--- src/rtl/uart_rx_status.sv ---
module uart_rx_status #(
  parameter int DW = 8
) (
  input  logic          clk,
  input  logic          rst_n,
  input  logic          frm_valid,
  input  logic [DW-1:0] frm_data,
  input  logic          frm_noise,
  input  logic          frm_ferr,
  input  logic          frm_perr,
  input  logic          rx_ie,
  input  logic          par_ie,
  input  logic          rd_en,
  input  logic          rd_addr,
  output logic [(DW > 8 ? DW : 8)-1:0] rd_data,
  output logic          irq
);
  localparam int RW = (DW > 8) ? DW : 8;

  logic [DW-1:0] dreg;
  logic full, ovr, nf, fe, pe, armed;

  wire st_rd    = rd_en & ~rd_addr;
  wire dt_rd    = rd_en & rd_addr;
  wire full_eff = full & ~dt_rd;
  wire load     = frm_valid & ~full_eff;
  wire over     = frm_valid & full_eff;
  wire clr      = dt_rd & armed;
  wire set_any  = over | (load & (frm_noise | frm_ferr | frm_perr));

  always_ff @(posedge clk) begin
    if (!rst_n) begin
      dreg  <= '0;
      full  <= 1'b0;
      ovr   <= 1'b0;
      nf    <= 1'b0;
      fe    <= 1'b0;
      pe    <= 1'b0;
      armed <= 1'b0;
    end else begin
      if (load) dreg <= frm_data;
      full <= load | full_eff;
      ovr  <= (ovr & ~clr) | over;
      nf   <= (nf  & ~clr) | (load & frm_noise);
      fe   <= (fe  & ~clr) | (load & frm_ferr);
      pe   <= (pe  & ~clr) | (load & frm_perr);
      if (set_any)    armed <= 1'b0;
      else if (st_rd) armed <= 1'b1;
      else if (dt_rd) armed <= 1'b0;
    end
  end

  wire [7:0] status = {2'b00, full, 1'b0, ovr, nf, fe, pe};

  assign rd_data = rd_addr ? RW'(dreg) : RW'(status);
  assign irq     = (rx_ie & (full | ovr)) | (par_ie & pe);


  overrun_keeps_data_chk: assert property (@(posedge clk) disable iff (!rst_n)
    (frm_valid && full && !(rd_en && rd_addr)) |=> ($stable(dreg) && ovr && full));


  overrun_no_framing_chk: assert property (@(posedge clk) disable iff (!rst_n)
    (frm_valid && full && !(rd_en && rd_addr) && !fe && !(rd_en && !rd_addr && armed)) |=> !fe);


  unarmed_read_keeps_chk: assert property (@(posedge clk) disable iff (!rst_n)
    (rd_en && rd_addr && !armed && ovr) |=> ovr);


  armed_clear_chk: assert property (@(posedge clk) disable iff (!rst_n)
    (rd_en && rd_addr && armed && !frm_valid) |=> !(ovr || nf || fe || pe));


  data_read_empties_chk: assert property (@(posedge clk) disable iff (!rst_n)
    (rd_en && rd_addr && !frm_valid) |=> !full);


  no_enable_no_irq_chk: assert property (@(posedge clk) disable iff (!rst_n)
    (!rx_ie && !par_ie) |-> !irq);
endmodule

--- config.mk ---
export PLATFORM = sky130hd
export DESIGN_NAME = uart_rx_status
export DESIGN_NICKNAME = d
export VERILOG_FILES = /design/src/rtl/uart_rx_status.sv
export SDC_FILE = /design/constraint.sdc
export NUM_CORES = 1
export LEC_CHECK = 0
export ABC_AREA = 1
export CAP_MARGIN = 20
export CORE_MARGIN = 2
export CORE_UTILIZATION = 38
export CTS_CLUSTER_DIAMETER = 30
export DETAILED_ROUTE_END_ITERATION = 8
export PLACE_DENSITY = 0.73
export SETUP_SLACK_MARGIN = 0.1
export SLEW_MARGIN = 20
export SYNTH_ARGS = -nofsm -noshare
export SYNTH_HDL_FRONTEND = slang
export SYNTH_SLANG_ARGS = --single-unit
--- constraint.sdc ---
create_clock -name clk -period 0.9 [get_ports clk]
set_input_delay 0.09 -clock clk [delete_from_list [all_inputs] [get_ports clk]]
set_output_delay 0.09 -clock clk [all_outputs]
set_load 0.02 [all_outputs]
Word-level counts from Yosys, hierarchy flattened
Index checks and enable logic that the tools add are counted.
{"block": "word_totals", "ff_bits": 14, "latchBits": 0, "wordCells": 43, "n_memories": 0, "mem_bits_ro": 0, "in_bits": 18, "out_inout_bits": 9, "ramBits": 0}
{"block": "op_classes", "mux": 3, "n_lt_le_gt_ge": 0, "n_eq_ne": 0, "mul": 0, "add_sub_neg": 0, "reduce_logical": 2, "shift": 0, "div": 0, "bitwise_logic": 31}
{"operator": "$and 1x1->1", "count": 16}
{"operator": "$or 1x1->1", "count": 10}
{"operator": "$mux 8", "count": 1}
{"operator": "$not 1->1", "count": 5}
{"operator": "$mux 1", "count": 2}
{"operator": "$reduce_bool 2->1", "count": 1}
{"operator": "$reduce_or 2->1", "count": 1}

Logic depth before layout (Yosys ltp)
{"block": "logic_depth", "word_depth": 8, "mapped_depth": 7, "mapped_depth_nobuf": 5}

Worst setup path after synthesis
OpenSTA, ideal clock, no wires.
{"block": "synth_path", "path_kind": "flip-flop to flip-flop", "from": "register full", "to": "register dreg[0]", "period_less_slack_ps": 853, "setup_ps": 115, "t_arrival_ps": 738, "path_stages_with_launch": 5, "path_buffers": 1, "t_required_ps": 785, "slack_ps": 47, "cell_sequence": "dfxtp_1 -> nand2_4 -> buf_8 -> a21oi_1 -> nor2_1"}
{"block": "synth_between", "elab_chain_len": 3}
{"item": "start: declaration", "line_no": "21", "rtl": "logic full, ovr, nf, fe, pe, armed;"}
{"item": "start signal: assignment", "line_no": "42", "rtl": "full <= load | full_eff;"}
{"item": "$and 1x1->1", "line_no": "25", "rtl": "wire full_eff = full & ~dt_rd;"}
{"item": "$not 1->1", "line_no": "26", "rtl": "wire load = frm_valid & ~full_eff;"}
{"item": "$and 1x1->1", "line_no": "26"}
{"item": "end signal: assignment", "line_no": "41", "rtl": "if (load) dreg <= frm_data;"}
{"item": "end: declaration", "line_no": "20", "rtl": "logic [DW-1:0] dreg;"}
No other way between the ends.
A chain may end at the register's enable or synchronous reset.

Worst setup path after layout
{"block": "layout_path", "from": "register ovr", "to": "output rd_data[3] (netlist name)"}
{"block": "layout_between", "elab_chain_len": 1}
{"item": "start: declaration", "line_no": "21"}
{"item": "start signal: assignment", "line_no": "43", "rtl": "ovr <= (ovr & ~clr) | over;"}
{"item": "$mux 8", "line_no": "55", "rtl": "assign rd_data = rd_addr ? RW'(dreg) : RW'(status);"}
{"item": "end: declaration", "line_no": "15", "rtl": "output logic [(DW > 8 ? DW : 8)-1:0] rd_data,"}
No other way between the ends.

==> out/qor.yml <==
run_status:
  status: "finished with violations"
  violations: "setup timing"
worst_setup_path:
  crit_type: "reg -> out"
  endpoint_kind: "output port"
  cp-start-kind: "flop"
  r2r-start: "full$_SDFF_PN0_"
  critPathSlowestCell: "dfxtp_2"
  worstPathArrival_ns: 1.05
  critPathMaxStageDelay_ns: 0.35
  worstRegToRegCells: 4
  crit_fanout: 3
  cp.required_ns: 0.81
  worst_r2r_endpoint: "dreg[6]$_SDFFE_PN0P_"
  r2r_slack_ns: -0.07
  crit_chain: "mux2_4, buf_6"
yosys:
  synth_common_cells: "nand2_1, dfxtp_1, inv_1"
  synthTopCellsByArea: "dfxtp_1, a21oi_1, nand2_1"
  yosysUniqueCellTypes: 16
  ys_ff_latch: 14
  yosys.area.top_type: "dfxtp_1"
  synthesis.nets: 116
  async_reset_ff_share_pct: 0
  syn_inst: 98
  syn_avg_cell_area_um2: 7.60
  synth_flop_cell: "dfxtp_1"
  synth_most_common_cell: "nand2_1"
  yosys_warnings: 0
  synth_seq_area_share_pct: 37.6
  synth-edff-count: 0
  syn_area_um2: 744
  synth_top_area_share_pct: 37.6
pwr:
  p_sw_share_pct: 28.8
  switching_power_uw: 477
  leakage_nw: 0.588
  power_frac_seq_pct: 42.4
  peakVddDrop_v: 0.000708
  p_int_mw: 1.18
  power_density_nw_per_um2: 1350
  pwr-share-comb_pct: 29.8
  clkPwrFrac_pct: 27.9
sta:
  finalSetupViolations: 20
  max_freq_ghz: 0.877
  finalCritPeriodShare_pct: 127
  final.setup_skew_ns: 0.00303
  fin_crit_ns: 1.14
  slew_violations: 0
  tightest_slew_ns: 0.266
  setup_tns_ns: -1.79
  fin_ws_ns: -0.241
  max_slew_margin_pct: 82.3
  rsz0062_at_grt: "yes"
  hold_viol: 0
floorplan:
  io_pins: 27
  initial_utilization_pct: 39.1
  die-area_um2: 2330
  die_w_um: 48.3
  core_um2: 1900
  rows: 16
  die_h_um: 48.3
hold_path:
  holdPathStages: 3
  hold_end: "pe$_SDFF_PN0_"
  min_path_type: "in -> reg"
  min_from: "frm_perr"
cts:
  cts.path.max_buffers: 2
  root_buffer: "clkbuf_4"
  cts.sinks: 14
  clkSlewWorstSetupHoldPaths_ns: 0.09
  cts_inserted_buffers: 3
  cts_hold_buf: 0
  worst_skew_pair.late_latency_ns: 0.28
  cts_tree: "done"
  htreeDepth: 1
cells_and_area:
  nets: 156
  synthToLayoutAreaGrowth_pct: 65.0
  drive_above_1_share_pct: 40.9
  num_antenna_cells: 0
routing:
  drt-initial-drc-count: 12
  antenna_left: 0
  drtPass1Iterations: 4
  wl_per_cell_um: 12.1
  routed_wl_mm: 1.98
  vias: 746
  post_drt_via_cell_ratio: 4.55
  drc: 0
placed_design:
  gp_congestion: 0.795
  portBuffers: 26
  place_ws_ns: -0.778
  hpwl_mm: 1.20
grt:
  grt_usage_pct: 19.5
  grt-ovfl-total: 0
  grt_pass1_wl_mm: 3.09
  grt_pass1_vias: 719
  antenna_found_initial: 0
  grt_max_degree: 13
run:
  maxCapViolations: 0
==> timing repair <==
action | CTS | global route
setup buffers | 1 | 0
endpoints found under the setup margin | 23 | 23
cloned | 2 | 0
pin swaps | 2 | 0
resized for setup | 66 | 10
==> cell families after synthesis <==
family          Yosys count  synth area share (%)
simple gates             44                  29.7
flops                    14                  37.6
buf+inv                  20                  14.5
compound gates           15                  10.6
mux                       5                  7.56
==> power groups by stage <==
stage | sequential [mW] | combinational (mW) | clock (mW)
6_report | 0.701 | 0.493 | 0.461
5_1_grt | 0.705 | 0.532 | 0.497
4_1_cts | 0.696 | 0.474 | 0.479
3_5_place_dp | 0.706 | 0.420 | 0
3_3_place_gp | 0.704 | 0.414 | 0
2_1_floorplan | 0.702 | 0.234 | 0
==> metal layers <==
metal  wire length [µm]  vias up  share of wire (%)  global-route usage, %
met5                  0        -                  0                      0
met4                  0        0                  0                   9.73
met3                 62        0                3.1                   2.22
met2               1070       18                 54                   34.7
met1                856      338                 43                   22.9
li1                   -      390                  -                      -
==> sequential cells by signal (all words and copies together), names as in the netlist <==
name and cells:
armed 1, dreg 8, fe 1, pe 1, nf 1, ovr 1
full 1
==> through the flow <==
stage	utilization (%)	instance area [µm²]	total power, mW	hold WS, ns	instances
detailed placement	57.1	1090	1.13	0.458	157
CTS	63.0	1200	1.65	0.406	164
floorplan	-	757	0.935	0.234	98
global placement	57.1	1090	1.12	0.457	157
global route	64.6	1230	1.73	0.407	164
finish	64.6	1230	1.66	0.407	164
==> how the worst max path moves through the flow <==
stage                     from                    to  cells past startpoint
2_1_floorplan  full$_SDFF_PN0_  dreg[0]$_SDFFE_PN0P_                      4
3_3_place_gp           rd_addr            rd_data[5]                      4
3_5_place_dp           rd_addr            rd_data[1]                      4
4_1_cts         ovr$_SDFF_PN0_            rd_data[3]                      2
5_1_grt         ovr$_SDFF_PN0_            rd_data[3]                      2
6_report        ovr$_SDFF_PN0_            rd_data[3]                      2
==> worst max-delay path: cells and delay by family (launching register included) <==
family | cells | cell delay, ns
buf+inv | 1 | 0.13
mux | 1 | 0.28
flops | 1 | 0.35
==> cells in the final DEF (no fill, tap or decap) <==
master,count
nor2_1,9
nand3_2,4
inv_2,1
clkbuf_4,3
nand2_2,1
clkbuf_8,1
nand2_4,1
dlygate4sd2_1,2
mux2_4,5
nand3_1,11
buf_4,11
inv_1,13
a21oi_1,8
nand2_8,3
dfxtp_2,7
a21oi_2,6
or2_2,1
clkdlybuf4s50_1,15
nand2_1,16
o21ai_2,1
buf_2,1
dfxtp_1,7
buf_6,10
==> layout make-up <==
type,count,area (µm²)
clock buffer,4,36.3
sequential,14,289
fill,167,673
timing repair buffer,39,368
multi-input combinational,66,449
inverter,14,52.6
tap,27,33.8
Power figures use the tool's default switching activity.
